`config.mk`:
```
export PLATFORM = sky130hd
export DESIGN_NAME = flash_cmd_seq
export DESIGN_NICKNAME = d
export VERILOG_FILES = /design/src/rtl/flash_seq_pkg.sv /design/src/rtl/flash_req_arb.sv /design/src/rtl/flash_byte_shift.sv /design/src/rtl/flash_frame_bytes.sv /design/src/rtl/flash_cmd_seq.sv
export SDC_FILE = /design/constraint.sdc
export NUM_CORES = 1
export LEC_CHECK = 0
export BUFFER_PORTS_ARGS = -buffer_cell sky130_fd_sc_hd__buf_2
export CELL_PAD_IN_SITES_DETAIL_PLACEMENT = 0
export CELL_PAD_IN_SITES_GLOBAL_PLACEMENT = 2
export CORE_MARGIN = 3
export CORE_UTILIZATION = 36
export DETAILED_ROUTE_END_ITERATION = 16
export PLACE_DENSITY_LB_ADDON = 0.1
export SKIP_LAST_GASP = 1
export SLEW_MARGIN = 20
export SYNTH_ARGS = -nofsm -noshare
export SYNTH_HDL_FRONTEND = slang
export SYNTH_HIERARCHICAL = 1
export SYNTH_SLANG_ARGS = --single-unit
export TNS_END_PERCENT = 5
```
`constraint.sdc`:
```
create_clock -name clk -period 6 [get_ports clk]
set_input_delay 1.2 -clock clk [delete_from_list [all_inputs] [get_ports clk]]
set_output_delay 1.2 -clock clk [all_outputs]
set_load 0.05 [all_outputs]
```
`src/rtl/flash_seq_pkg.sv`:
```
package flash_seq_pkg;

  localparam logic [7:0] OP_WREN = 8'h06;
  localparam logic [7:0] OP_RDID = 8'hAB;
  localparam logic [7:0] OP_WRSR = 8'h01;
  localparam logic [7:0] OP_SE   = 8'hD8;
  localparam logic [7:0] OP_BE   = 8'hC7;
  localparam logic [7:0] OP_RDSR = 8'h05;
  localparam int         ID_DUMMY = 3;

  // value order is the arbitration order (lower wins)
  typedef enum logic [2:0] {
    CMD_NONE = 3'd0,
    CMD_ID   = 3'd1,
    CMD_RD   = 3'd2,
    CMD_WR   = 3'd3,
    CMD_WRSR = 3'd4,
    CMD_SE   = 3'd5,
    CMD_BE   = 3'd6
  } cmd_e;

  typedef enum logic [2:0] {
    FR_ID, FR_WREN, FR_WRSR, FR_SE, FR_BE, FR_RDSR
  } frame_e;

  typedef enum logic [2:0] {
    ST_IDLE, ST_RD, ST_WR, ST_FRAME, ST_GAP
  } st_e;

  function automatic logic id_known(input logic [7:0] b);
    return (b == 8'h10) || (b == 8'h12) || (b == 8'h14) || (b == 8'h16);
  endfunction

  function automatic frame_e cmd_frame(input cmd_e c);
    case (c)
      CMD_WRSR: return FR_WRSR;
      CMD_SE:   return FR_SE;
      default:  return FR_BE;
    endcase
  endfunction

endpackage

```
`src/rtl/flash_req_arb.sv`:
```
module flash_req_arb
  import flash_seq_pkg::*;
(
  input  logic clk,
  input  logic rst_n,
  input  logic req_id,
  input  logic req_read,
  input  logic req_write,
  input  logic req_wrsr,
  input  logic req_se,
  input  logic req_be,
  input  logic id_hold,
  input  logic wrsr_hold,
  input  logic accept,
  output cmd_e pick
);
  localparam int NREQ = 6;

  logic se_d, be_d, se_pend, be_pend;
  logic [NREQ-1:0] rv;

  always_ff @(posedge clk) begin
    if (!rst_n) begin
      se_d    <= 1'b0;
      be_d    <= 1'b0;
      se_pend <= 1'b0;
      be_pend <= 1'b0;
    end else begin
      se_d <= req_se;
      be_d <= req_be;
      if (req_se && !se_d)                  se_pend <= 1'b1;
      else if (accept && pick == CMD_SE)    se_pend <= 1'b0;
      if (req_be && !be_d)                  be_pend <= 1'b1;
      else if (accept && pick == CMD_BE)    be_pend <= 1'b0;
    end
  end

  assign rv = {be_pend, se_pend, req_wrsr & ~wrsr_hold,
               req_write, req_read, req_id & ~id_hold};

  always_comb begin
    pick = CMD_NONE;
    for (int i = NREQ - 1; i >= 0; i--) begin
      if (rv[i]) pick = cmd_e'(3'(i + 1));
    end
  end


  se_edge_chk: assert property (@(posedge clk) disable iff (!rst_n)
    $rose(se_pend) |-> $past(req_se));

  be_after_se_chk: assert property (@(posedge clk) disable iff (!rst_n)
    (pick == CMD_BE) |-> !se_pend);

endmodule

```
`src/rtl/flash_byte_shift.sv`:
```
module flash_byte_shift #(
  parameter int HALF = 2
) (
  input  logic       clk,
  input  logic       rst_n,
  input  logic       start,
  input  logic [7:0] tx,
  input  logic       miso,
  output logic       sck,
  output logic       mosi,
  output logic       busy,
  output logic       done,
  output logic [7:0] rx
);
  localparam int CW = (HALF > 1) ? $clog2(HALF) : 1;

  logic [CW-1:0] cnt;
  logic [2:0]    bitn;
  logic [7:0]    sh;

  always_ff @(posedge clk) begin
    if (!rst_n) begin
      cnt  <= '0;
      bitn <= '0;
      sh   <= '0;
      sck  <= 1'b0;
      mosi <= 1'b0;
      busy <= 1'b0;
      done <= 1'b0;
      rx   <= '0;
    end else begin
      done <= 1'b0;
      if (start && !busy) begin
        busy <= 1'b1;
        sh   <= tx;
        mosi <= tx[7];
        cnt  <= '0;
        bitn <= '0;
        sck  <= 1'b0;
      end else if (busy) begin
        if (cnt == CW'(HALF - 1)) begin
          cnt <= '0;
          if (!sck) begin
            sck <= 1'b1;
            rx  <= {rx[6:0], miso};
          end else begin
            sck <= 1'b0;
            if (bitn == 3'd7) begin
              busy <= 1'b0;
              done <= 1'b1;
            end else begin
              bitn <= bitn + 3'd1;
              sh   <= {sh[6:0], 1'b0};
              mosi <= sh[6];
            end
          end
        end else begin
          cnt <= cnt + CW'(1);
        end
      end
    end
  end


  sck_idle_chk: assert property (@(posedge clk) disable iff (!rst_n)
    !busy |-> !sck);

  mosi_edge_chk: assert property (@(posedge clk) disable iff (!rst_n)
    (busy && $past(busy) && !$stable(mosi)) |-> $fell(sck));

endmodule

```
`src/rtl/flash_frame_bytes.sv`:
```
module flash_frame_bytes
  import flash_seq_pkg::*;
#(
  parameter int ADDR_W = 24,
  parameter int IDX_W  = 3
) (
  input  frame_e              kind,
  input  logic [IDX_W-1:0]    idx,
  input  logic [ADDR_W-1:0]   addr,
  input  logic [7:0]          wdata,
  output logic [7:0]          tx_byte,
  output logic                last
);
  localparam int ADDR_BYTES = ADDR_W / 8;

  logic [IDX_W-1:0] len;

  always_comb begin
    tx_byte = 8'h00;
    len     = IDX_W'(1);
    case (kind)
      FR_ID: begin
        len = IDX_W'(ID_DUMMY + 2);
        if (idx == '0) tx_byte = OP_RDID;
      end
      FR_WREN: tx_byte = OP_WREN;
      FR_WRSR: begin
        len     = IDX_W'(2);
        tx_byte = (idx == '0) ? OP_WRSR : wdata;
      end
      FR_SE: begin
        len = IDX_W'(ADDR_BYTES + 1);
        if (idx == '0) tx_byte = OP_SE;
        for (int k = 1; k <= ADDR_BYTES; k++) begin
          if (idx == IDX_W'(k)) tx_byte = addr[(ADDR_BYTES - k) * 8 +: 8];
        end
      end
      FR_BE: tx_byte = OP_BE;
      default: begin
        len = IDX_W'(2);
        if (idx == '0) tx_byte = OP_RDSR;
      end
    endcase
  end

  assign last = (idx == len - IDX_W'(1));

endmodule

```
`src/rtl/flash_cmd_seq.sv`:
```
module flash_cmd_seq
  import flash_seq_pkg::*;
#(
  parameter int ADDR_W   = 24,
  parameter int SCK_HALF = 2,
  parameter int GAP_CYC  = 2
) (
  input  logic              clk,
  input  logic              rst_n,
  input  logic              req_id,
  input  logic              req_read,
  input  logic              req_write,
  input  logic              req_wrsr,
  input  logic              req_se,
  input  logic              req_be,
  input  logic [ADDR_W-1:0] addr,
  input  logic [7:0]        wr_data,
  output logic              rd_grant,
  output logic              wr_grant,
  output logic [7:0]        id_out,
  output logic              wrsr_busy,
  output logic              se_busy,
  output logic              be_busy,
  output logic              flash_cs_n,
  output logic              flash_sck,
  output logic              flash_mosi,
  input  logic              flash_miso
);
  localparam int ADDR_BYTES = ADDR_W / 8;
  localparam int ID_LEN     = ID_DUMMY + 2;
  localparam int MAX_LEN    = (ADDR_BYTES + 1 > ID_LEN) ? ADDR_BYTES + 1 : ID_LEN;
  localparam int IDX_W      = $clog2(MAX_LEN + 1);
  localparam int GAP_W      = $clog2(GAP_CYC + 1);

  st_e              state;
  cmd_e             pick, cur_cmd;
  frame_e           frame, nxt_frame;
  logic             nxt_idle, launch, accept;
  logic [IDX_W-1:0] byte_idx;
  logic [GAP_W-1:0] gap_cnt;
  logic             id_hold, wrsr_hold;
  logic [7:0]       id_q, tx_byte, sh_rx;
  logic             frm_last, sh_busy, sh_done, cs_q;
  logic             wrsr_q, se_q, be_q;

  flash_req_arb u_arb (
    .clk       (clk),
    .rst_n     (rst_n),
    .req_id    (req_id),
    .req_read  (req_read),
    .req_write (req_write),
    .req_wrsr  (req_wrsr),
    .req_se    (req_se),
    .req_be    (req_be),
    .id_hold   (id_hold),
    .wrsr_hold (wrsr_hold),
    .accept    (accept),
    .pick      (pick)
  );

  flash_frame_bytes #(.ADDR_W(ADDR_W), .IDX_W(IDX_W)) u_bytes (
    .kind    (frame),
    .idx     (byte_idx),
    .addr    (addr),
    .wdata   (wr_data),
    .tx_byte (tx_byte),
    .last    (frm_last)
  );

  flash_byte_shift #(.HALF(SCK_HALF)) u_shift (
    .clk   (clk),
    .rst_n (rst_n),
    .start (launch),
    .tx    (tx_byte),
    .miso  (flash_miso),
    .sck   (flash_sck),
    .mosi  (flash_mosi),
    .busy  (sh_busy),
    .done  (sh_done),
    .rx    (sh_rx)
  );

  assign accept = (state == ST_IDLE) && (pick != CMD_NONE);

  always_ff @(posedge clk) begin
    if (!rst_n) begin
      state     <= ST_IDLE;
      cur_cmd   <= CMD_NONE;
      frame     <= FR_WREN;
      nxt_frame <= FR_WREN;
      nxt_idle  <= 1'b1;
      launch    <= 1'b0;
      byte_idx  <= '0;
      gap_cnt   <= '0;
      cs_q      <= 1'b1;
      id_q      <= 8'h00;
      id_hold   <= 1'b0;
      wrsr_hold <= 1'b0;
      wrsr_q    <= 1'b0;
      se_q      <= 1'b0;
      be_q      <= 1'b0;
    end else begin
      launch <= 1'b0;
      if (!req_id)   id_hold   <= 1'b0;
      if (!req_wrsr) wrsr_hold <= 1'b0;
      case (state)
        ST_IDLE: begin
          if (accept) begin
            cur_cmd <= pick;
            case (pick)
              CMD_RD: state <= ST_RD;
              CMD_WR: state <= ST_WR;
              default: begin
                frame    <= (pick == CMD_ID) ? FR_ID : FR_WREN;
                byte_idx <= '0;
                cs_q     <= 1'b0;
                launch   <= 1'b1;
                state    <= ST_FRAME;
                if (pick == CMD_WRSR) wrsr_q <= 1'b1;
                if (pick == CMD_SE)   se_q   <= 1'b1;
                if (pick == CMD_BE)   be_q   <= 1'b1;
              end
            endcase
          end
        end
        ST_RD: if (!req_read)  state <= ST_IDLE;
        ST_WR: if (!req_write) state <= ST_IDLE;
        ST_FRAME: begin
          if (sh_done) begin
            if (!frm_last) begin
              byte_idx <= byte_idx + IDX_W'(1);
              launch   <= 1'b1;
            end else begin
              cs_q    <= 1'b1;
              gap_cnt <= '0;
              state   <= ST_GAP;
              case (frame)
                FR_ID: begin
                  id_q <= sh_rx;
                  if (id_known(sh_rx) || !req_id) begin
                    nxt_idle <= 1'b1;
                    if (req_id) id_hold <= 1'b1;
                  end else begin
                    nxt_idle  <= 1'b0;
                    nxt_frame <= FR_ID;
                  end
                end
                FR_WREN: begin
                  nxt_idle  <= 1'b0;
                  nxt_frame <= cmd_frame(cur_cmd);
                end
                FR_RDSR: begin
                  if (!sh_rx[0]) begin
                    nxt_idle <= 1'b1;
                    wrsr_q   <= 1'b0;
                    se_q     <= 1'b0;
                    be_q     <= 1'b0;
                    if (cur_cmd == CMD_WRSR && req_wrsr) wrsr_hold <= 1'b1;
                  end else begin
                    nxt_idle  <= 1'b0;
                    nxt_frame <= FR_RDSR;
                  end
                end
                default: begin
                  nxt_idle  <= 1'b0;
                  nxt_frame <= FR_RDSR;
                end
              endcase
            end
          end
        end
        default: begin
          if (gap_cnt == GAP_W'(GAP_CYC - 1)) begin
            if (nxt_idle) begin
              state   <= ST_IDLE;
              cur_cmd <= CMD_NONE;
            end else begin
              frame    <= nxt_frame;
              byte_idx <= '0;
              cs_q     <= 1'b0;
              launch   <= 1'b1;
              state    <= ST_FRAME;
            end
          end else begin
            gap_cnt <= gap_cnt + GAP_W'(1);
          end
        end
      endcase
    end
  end

  assign rd_grant   = (state == ST_RD);
  assign wr_grant   = (state == ST_WR);
  assign id_out     = id_q;
  assign wrsr_busy  = wrsr_q;
  assign se_busy    = se_q;
  assign be_busy    = be_q;
  assign flash_cs_n = cs_q;


  cs_sck_chk: assert property (@(posedge clk) disable iff (!rst_n)
    flash_cs_n |-> !flash_sck);

  cs_gap_chk: assert property (@(posedge clk) disable iff (!rst_n)
    $rose(flash_cs_n) |=> flash_cs_n);

  grant_bus_chk: assert property (@(posedge clk) disable iff (!rst_n)
    (rd_grant || wr_grant) |-> (flash_cs_n && !(rd_grant && wr_grant)));

  busy_one_chk: assert property (@(posedge clk) disable iff (!rst_n)
    $onehot0({wrsr_busy, se_busy, be_busy}));

  id_update_chk: assert property (@(posedge clk) disable iff (!rst_n)
    !$stable(id_out) |-> $past(sh_done));

endmodule

```
## Word level (Yosys, flattened, before mapping)

Index checks and enable logic that the tools add are counted.
W data, S select, Z words.

| cells by class | value |
|---|---|
| add/sub/neg operators | 5 |
| eq/ne operators | 44 |
| muxes and demuxes | 118 |
| bitwise logic cells | 13 |
| reductions and logical operators | 52 |

Operators with widths:

| kind | count |
|---|---|
| $mux W3 | 28 |
| $mux W1 | 59 |
| $mux W8 | 6 |
| $pmux W8 S5 | 1 |
| $mux W7 | 5 |
| $eq A8 B5 Y1 const B | 4 |
| $pmux W3 S3 | 3 |
| $eq A3 B2 Y1 const B | 8 |
| $eq A3 B3 Y1 const B | 8 |
| $reduce_and A4 Y1 | 6 |
| $reduce_and A8 Y1 | 3 |
| $ne A2 B1 Y1 const B | 10 |
| $pmux W3 S2 | 3 |
| $reduce_bool A2 Y1 | 8 |
| $ne A2 B2 Y1 const B | 7 |
| $reduce_and A7 Y1 | 2 |
| $eq A3 B1 Y1 const B | 4 |
| $pmux W3 S4 | 1 |
| $not A1 Y1 | 11 |
| $reduce_and A5 Y1 | 2 |
| $logic_not A3 Y1 | 3 |
| $mux W2 | 4 |
| $pmux W1 S2 | 4 |
| $pmux W2 S2 | 2 |
| other kinds (20) | 40 |

| word-level totals | value |
|---|---|
| bits in registers | 60 |
| bits of input ports | 41 |
| output and inout bits | 16 |

## Logic depth before layout (Yosys ltp)

Gate-level depths: netlist (run 1).

| logic depth | value |
|---|---|
| depth in word-level cells | 11 |
| mapped depth | 10 |
| gate-level depth less buffers | 8 |

## Cells and area by module

Netlist (run 1), hierarchy kept.

By module, submodules not included:

| module | times used | cells an instance | area each (um2) | seq. area each (um2) |
|---|---|---|---|---|
| flash_cmd_seq | 1 | 186 | 1649.1 | 660.6 |
| flash_byte_shift | 1 | 92 | 967.2 | 460.4 |
| flash_frame_bytes | 1 | 74 | 452.9 | 0.0 |
| flash_req_arb | 1 | 25 | 211.5 | 80.1 |

## Worst setup path after synthesis (run 1)

OpenSTA, ideal clock, no wires.

| timing path | value |
|---|---|
| kind | register -> output |
| start | register state[2] |
| end | output wr_grant |
| arrival time | 1.706 ns |
| slack | 3.094 ns |
| stages on the path, launching flop included | 3 |
| buffers on the path | 1 |
| cells stage by stage | dfxtp_1 clkbuf_1 nor3b_1 |

| between the ends | value |
|---|---|
| word-level cells in the longest chain between the ends | 1 |

RTL lines:

| element | line | source |
|---|---|---|
| start: declaration | flash_cmd_seq.sv:35 | `st_e state;` |
| start signal: assignment | flash_cmd_seq.sv:87 | `state <= ST_IDLE;` |
| start signal: assignment | flash_cmd_seq.sv:111 | `CMD_RD: state <= ST_RD;` |
| start signal: assignment | flash_cmd_seq.sv:112 | `CMD_WR: state <= ST_WR;` |
| $eq A3 B2 Y1 | flash_cmd_seq.sv:193 | `assign wr_grant = (state == ST_WR);` |
| end: declaration | flash_cmd_seq.sv:19 | `output logic wr_grant,` |

No other way between the ends.

## Worst setup path in the final report (run 1)

| timing path | value |
|---|---|
| start | register frame[1] |
| end | register nxt_frame[0] |

| between the ends | value |
|---|---|
| word-level cells in the longest chain between the ends | 6 |
| elaborated cells on any way between the ends | 13 |

RTL lines:

| element | line | source |
|---|---|---|
| start: declaration | flash_cmd_seq.sv:37 | `frame_e frame, nxt_frame;` |
| start signal: assignment | flash_cmd_seq.sv:114 | `frame <= (pick == CMD_ID) ? FR_ID : FR_WREN;` |
| start signal: assignment | flash_cmd_seq.sv:178 | `frame <= nxt_frame;` |
| $eq A3 B1 Y1 or $eq A3 B3 Y1 (tied branches) | flash_frame_bytes.sv:21 | `case (kind)` |
| $reduce_or A2 Y1 (no source line) | n/a |  |
| $pmux W3 S3 * | flash_frame_bytes.sv:21 |  |
| $sub A3 B1 Y3 * | flash_frame_bytes.sv:46 | `assign last = (idx == len - IDX_W'(1));` |
| $eq A3 B3 Y1 * | flash_frame_bytes.sv:46 |  |
| named net frm_last | flash_cmd_seq.sv:43 | `logic frm_last, sh_busy, sh_done, cs_q;` |
| $reduce_and A5 Y1 (no source line) * | n/a |  |
| end signal: assignment | flash_cmd_seq.sv:150 | `nxt_frame <= cmd_frame(cur_cmd);` |
| end: declaration | flash_cmd_seq.sv:37 |  |

Mark *: on every way through the listed nets, which the timed path passes. The rest lies on a longest branch.
A chain may end at the register's enable or synchronous reset.

==> results of run 1 <==
==> worst paths after layout <==
path,to,cells after the start
setup / recovery,nxt_frame[0],7
hold / removal,wrsr_hold,2
setup reg to reg,nxt_frame[0],7
hold reg to reg,wrsr_hold,2
==> kinds of logic (layout without fill, tap and decap cells) <==
group	after synthesis	after routing	synth area share
XOR/XNOR	2	2	0.00534
multiplexers	31	31	0.0953
AND/OR/NAND/NOR	138	138	0.237
flip-flops	60	60	0.366
adder cells (fa/ha/maj)	5	5	0.0191
buffers and inverters	29	80	0.0469
AO/OA/AOI/OAI	112	112	0.230
==> worst max-delay path, stage by stage, from the launching register on <==
cell      delay (ns)
dfxtp_1         0.64
and2b_1         0.28
nand3b_1        0.31
o22ai_1         0.38
nand2_1         0.17
nor2_1          0.36
o221a_2         0.31
mux2_2          0.33
==> layout make-up <==
cell class | instances | area [sq um]
Fill cell | 908 | 5010
Inverter | 7 | 26.3
Timing Repair Buffer | 57 | 288
Clock buffer | 9 | 124
Clock inverter | 7 | 100
Multi-Input combinational cell | 288 | 1930
Sequential cell | 60 | 1200
Tap cell | 108 | 135
==> placed cells by master, fill, tap and decap left out, types with 4 or more instances in the layout <==
cell type   n
clkbuf_8    9
o22ai_1     8
o21a_1      5
nand2_1    25
and3_1      5
a22oi_1     4
o211a_1     4
a21oi_1    16
nand3_1    12
nand3b_1    8
o21ai_1     7
a21boi_0    6
nor2b_1    30
inv_1       7
mux2i_1    29
ha_1        5
nor2_1     23
or3_1       4
buf_2      56
a31oi_1     7
nand2b_1    6
o21ai_0    26
dfxtp_1    60
and2_1      6
==> metal layers <==
layer / global-route usage / wire length [um] / vias to the layer above
met1: 0.203 / 3830 / 1344
met5: 0 / 0 / -
met3: 0.0420 / 390 / 8
met4: 0.0419 / 100 / 0
li1: - / - / 1482
met2: 0.261 / 3740 / 68
==> state kept, by name (all words and copies together), names as in the netlist, 3 cells and up <==
name,flops
id_out,8
u_shift/rx,8
u_shift/sh,7
byte_idx,3
cur_cmd,3
frame,3
nxt_frame,3
state,3
u_shift/bitn,3
==> power groups by stage <==
| stage | sequential (mW) | combinational [mW] | clock (mW) |
|---|---|---|---|
| 2_1_floorplan | 0.534 | 0.278 | 0 |
| 3_3_place_gp | 0.519 | 0.371 | 0 |
| 3_5_place_dp | 0.520 | 0.370 | 0 |
| 4_1_cts | 0.511 | 0.371 | 0.422 |
| 5_1_grt | 0.520 | 0.402 | 0.436 |
| 6_report | 0.510 | 0.370 | 0.406 |
==> metrics.md, run 1 <==
| Metric | Value |
|---|---|
| Syn. warnings | 6 |
| Ys async rst share | 0 |
| Syn Area/Cell | 8.70 sq um |
| Synth area leader | dfxtp_1 |
| Vias in the first global route | roughly 2,700 |
| Worst r2r src | frame[1] |
| Final setup margin | 3.11 ns |
| Vias per std cell | 5.41 |
| Total power | 1.29 mW |
| Clock Sinks | 60 |
| Worst Tran Pin Value | 1.02 ns |
| Clock skew | 0.0123 ns |
| Placer congestion estimate | roughly 0.83 |
| Worst path required time | 6.22 ns |
| Clock Power Share | 0.316 |
| Combinational fraction of design power | 0.287 |
| Outcome | complete, no violations |
| Seq pwr share | 0.397 |
| Int Power | 834 uW |
| Layout cells sized above 1 | 0.199 |
| Post-Syn Area | between 3000 and 4000 sq um |
| Netlist cell types | 62 |
| Area post-placement | 3580 sq um |
| Clk slew on worst S/H paths | 0.08 ns |
| Initial Utilization | 0.373 |
| Mapped Nets | 423 |
| DRC Markers | 0 |
| Chip Width | between 100 and 150 um |
| Power per cell area | 339 nW/um^2 |
| Static leakage | 1.62 nW |
| Synth cell count leaders | dfxtp_1, nor2b_1, mux2i_1, o21ai_0, nand2_1 |
| Total Routed Length | 8070 um |
| CP Capture Type | flip-flop |
| Post-CTS Resized | 0 |
| Finished Core Util | 0.432 |
| Worst vdd ir | around 0.22 mV |
| Vias | 2,902 |
| Max-slew violations | 0 |
| Diodes inserted | 0 |
| IO Count | 57 |
| Register area share after synthesis | 0.366 |
| Worst-path fanout max | 17 |
| CTS tree | yes |
| Die height | 101 um |
| Fin crit period | slightly below 3 ns |
| Final Instance Count excl. Fillers | about 540 |
| Worst EP arrival | approximately 3.1 ns |
| First-pass GRT wire length | 12,900 um |
| Setup TNS | 0 ns |
| Final ANT Viol Nets | 0 |
| Sw frac | 0.351 |
| Longest Clk Path Bufs | 2 |
| EDFF count, synth | 0 |
| MaxCap Viol Count | 0 |
| Worst slack, placed | between 2 and 3 ns |
| I/O Buffers | 56 |
| Clock Latency Late Sink | 0.34 ns |
| RSZ-0062 raised after global routing | no |
| Setup slack, reg-to-reg | 3.11 ns |
| Count leader, synth | dfxtp_1 |
| Antenna violations before repair | 0 |
| GRT overflow | 0 |
| Final #Nets | 469 |
| Initial drt markers | 161 |
| Largest net degree at the start of global routing | 65 |
| Dpl hpwl | 5700 um |
| Die ar. | about 10,000 sq um |
| Cts hold-fix bufs | 0 |
| Post-CTS Setup Inserts | 0 |
| HP Start | wrsr_hold |
| Setup Viol. Count Final | 0 |
| Placed cells | 520 |
| Final Hold Vio Count | 0 |
| Std-Cell Rows | 34 |
| Ys flop type | dfxtp_1 |
| Syn-to-layout area delta | 15.8% |
| Fmax | 346 MHz |
| Startpoint type of the worst setup path | flip-flop |
| Psw | 452 uW |
| Setup Crit Path Kind | flip-flop to flip-flop |
| Synth Instances | 377 |
| H-Tree Depth | 3 |
| Fin area | between 3000 and 4000 sq um |
| FF+latch count, synth | 60 |
| Total GRT Usage | 0.157 |
| Hold Crit Class | flip-flop to flip-flop |
| CORE AREA | 8810 sq um |
| Mean routed wirelength per cell | 15.0 um |
| CP startpoint | frame[1] |
| Slew margin rel. | 0.321 |
| Hold WS | 0.468 ns |
| Ranking of synthesized cells by area | dfxtp_1, mux2i_1, nor2b_1 |
| Period Utilization, post-route | 0.482 |
| CTS root buf | clkbuf_8 |
| Detailed-router iteration count before antenna repair | 4 |
| Share of the synthesized area in the top cell type | 0.366 |
| Cts bufs inserted | 9 |
(Power assumes the default switching activity.)
==> run 2: changes to the inputs <==
--- a/config.mk
+++ b/config.mk
@@ -9,7 +9,7 @@
 export CELL_PAD_IN_SITES_DETAIL_PLACEMENT = 0
 export CELL_PAD_IN_SITES_GLOBAL_PLACEMENT = 2
 export CORE_MARGIN = 3
-export CORE_UTILIZATION = 36
+export CORE_UTILIZATION = 34
 export DETAILED_ROUTE_END_ITERATION = 16
 export PLACE_DENSITY_LB_ADDON = 0.1
 export SKIP_LAST_GASP = 1
==> constraint.sdc (replaced) <==
create_clock -name clk -period 2.94 [get_ports clk]
set_input_delay 0.588 -clock clk [delete_from_list [all_inputs] [get_ports clk]]
set_output_delay 0.588 -clock clk [all_outputs]
set_load 0.05 [all_outputs]
==> run 2 against run 1 <==
  * Design area rose by 1.6%
  * Power is 98% higher
  * Fmax up 10%
  * Clock skew shrank 0.0019 ns
  * Sequential power is 100% higher
  * Via count down 0.69%
  * Sequential share of layout area decreased by 0.51 points
  * Critical endpoint is now be_busy
  * Largest cell class unchanged
==> metrics.md, run 2 (synthesis results as in run 1) <==
| Metric | Value |
|---|---|
| Chip Width | 104 um (was 101 um) |
| CP startpoint | frame[2] (was frame[1]) |
| RSZ-0062 raised after global routing | no (unchanged) |
| CP Capture Type | flip-flop (unchanged) |
| IO Count | 57 (unchanged) |
| Worst Tran Pin Value | 0.567 ns (was 1.02 ns) |
| Clk slew on worst S/H paths | 0.07 ns (was 0.08 ns) |
| First-pass GRT wire length | 13,700 um (was 12,900 um) |
| Die height | 104 um (was 101 um) |
| Max-slew violations | 0 (unchanged) |
| I/O Buffers | 56 (unchanged) |
| GRT overflow | 0 (unchanged) |
| DRC Markers | 0 (unchanged) |
| HP Start | req_be (was wrsr_hold) |
| Period Utilization, post-route | 0.892 (was 0.482) |
| Hold Crit Class | primary input to flip-flop (was flip-flop to flip-flop) |
| Worst slack, placed | 0.360 ns (was 2.87 ns) |
| Post-CTS Setup Inserts | 0 (unchanged) |
| Vias in the first global route | 2,767 (was 2,692) |
| Initial Utilization | 0.352 (was 0.373) |
| Finished Core Util | 0.414 (was 0.432) |
| Storage cell area | 1200 sq um (unchanged) |
| Cts bufs inserted | 9 (unchanged) |
| CORE AREA | 9330 sq um (was 8810 sq um) |
| Fin crit period | 2.62 ns (was 2.89 ns) |
| Setup Crit Path Kind | flip-flop to flip-flop (unchanged) |
| Setup Viol. Count Final | 0 (unchanged) |
| Syn-to-layout area delta | 17.7% (was 15.8%) |
| Fmax | 381 MHz (was 346 MHz) |
| Post-CTS Resized | 0 (unchanged) |
| Hold WS | 0.463 ns (was 0.468 ns) |
| Static leakage | 1.65 nW (was 1.62 nW) |
| Placer congestion estimate | 0.772 (was 0.834) |
| Vias per std cell | 5.10 (was 5.41) |
| Clock Latency Late Sink | 0.34 ns (about the same) |
| Initial drt markers | 129 (was 161) |
| CTS tree | yes (unchanged) |
| Commonest non-fill, non-tap cells in the layout | dfxtp_1, buf_2, nor2b_1 (unchanged) |
| Power per cell area | 661 nW/um^2 (was 339 nW/um^2) |
| Startpoint type of the worst setup path | flip-flop (unchanged) |
| Setup TNS | 0 ns (unchanged) |
| Worst vdd ir | 0.425 mV (was 0.222 mV) |
| Final Hold Vio Count | 0 (unchanged) |
| Commonest non-fill, non-tap cell in the layout | dfxtp_1 (unchanged) |
| Worst path required time | 3.18 ns (was 6.22 ns) |
| Longest Clk Path Bufs | 2 (unchanged) |
| Clock Sinks | 60 (unchanged) |
| Total power | 2.55 mW (was 1.29 mW) |
| Layout cells sized above 1 | 0.213 (was 0.199) |
| Antenna violations before repair | 0 (unchanged) |
| Clock skew | 0.0104 ns (was 0.0123 ns) |
| Worst r2r src | frame[2] (was frame[1]) |
| Fill cell count | 1,015 (was 908) |
| Final setup margin | 0.317 ns (was 3.11 ns) |
| Diodes inserted | 0 (unchanged) |
| Worst EP arrival | 2.86 ns (was 3.11 ns) |
| Largest net degree at the start of global routing | 34 (was 65) |
| Final ANT Viol Nets | 0 (unchanged) |
| Std-Cell Rows | 35 (was 34) |
| Vias | 2,882 (was 2,902) |
| CTS root buf | clkbuf_8 (unchanged) |
| Outcome | complete, no violations (unchanged) |
| Detailed-router iteration count before antenna repair | 4 (unchanged) |
| Area occupied by multi-input gates | 1930 sq um (unchanged) |
| Total Routed Length | 8260 um (was 8070 um) |
| Dpl hpwl | 6020 um (was 5700 um) |
| Slew margin rel. | 0.618 (was 0.321) |
| Worst-path fanout max | 15 (was 17) |
| Total GRT Usage | 0.154 (was 0.157) |
| H-Tree Depth | 3 (unchanged) |
| Die ar. | 10,900 sq um (was 10,300 sq um) |
| MaxCap Viol Count | 0 (unchanged) |
| Mean routed wirelength per cell | 14.6 um (was 15.0 um) |
| Cts hold-fix bufs | 0 (unchanged) |
| Final #Nets | 477 (was 469) |
## run 2: cell count changes in the layout (fill, tap and decap cells not counted), sizes merged
cell      previous run  this run
bufinv               2         1
clkinv               4         3
clkinvlp             0         2
buf                 57        65
## run 2: layout make-up
cell class,count,share of cell area
inverters,7,0.00680
clock inverters,7,0.0198
repair buffers,65,0.0901
well taps,129,0.0418
flip-flops and latches,60,0.311
clock buffers,9,0.0321
multi-input cells,288,0.499
## run 2: worst paths after layout
check / cells after the start / slack (ns) / endpoint
worst max-delay path: 8 / 0.32 / be_busy
worst min-delay path: 2 / 0.46 / u_arb/be_d
worst max register to register: 8 / 0.32 / be_busy
worst min register to register: 2 / 0.47 / wrsr_hold
## run 2: per-stage QoR
stage,cell area [sq um],cells
after floorplan,3280,377
after detailed placement,3660,549
after CTS,3860,565
after global placement,3660,549
after global routing,3860,565
final,3860,565
## run 2: routing by layer
metal | track usage | wire length, um
met3 | 0.0503 | 400
met1 | 0.202 | 4030
met2 | 0.245 | 3750
met4 | 0.0380 | 72
met5 | 0 | 0
## run 2: report_power, final
group          internal, mW  switching (mW)
registers             0.916           0.116
clock network         0.395           0.357
logic                 0.312           0.456
## run 2: critical path: stages, from the launching register on
cell,delay (ns)
dfxtp_1,0.63
mux2i_1,0.14
o32ai_1,0.24
a31oi_1,0.06
o22ai_1,0.26
nand2_1,0.17
o21ai_0,0.50
nand3_1,0.27
o211a_1,0.27
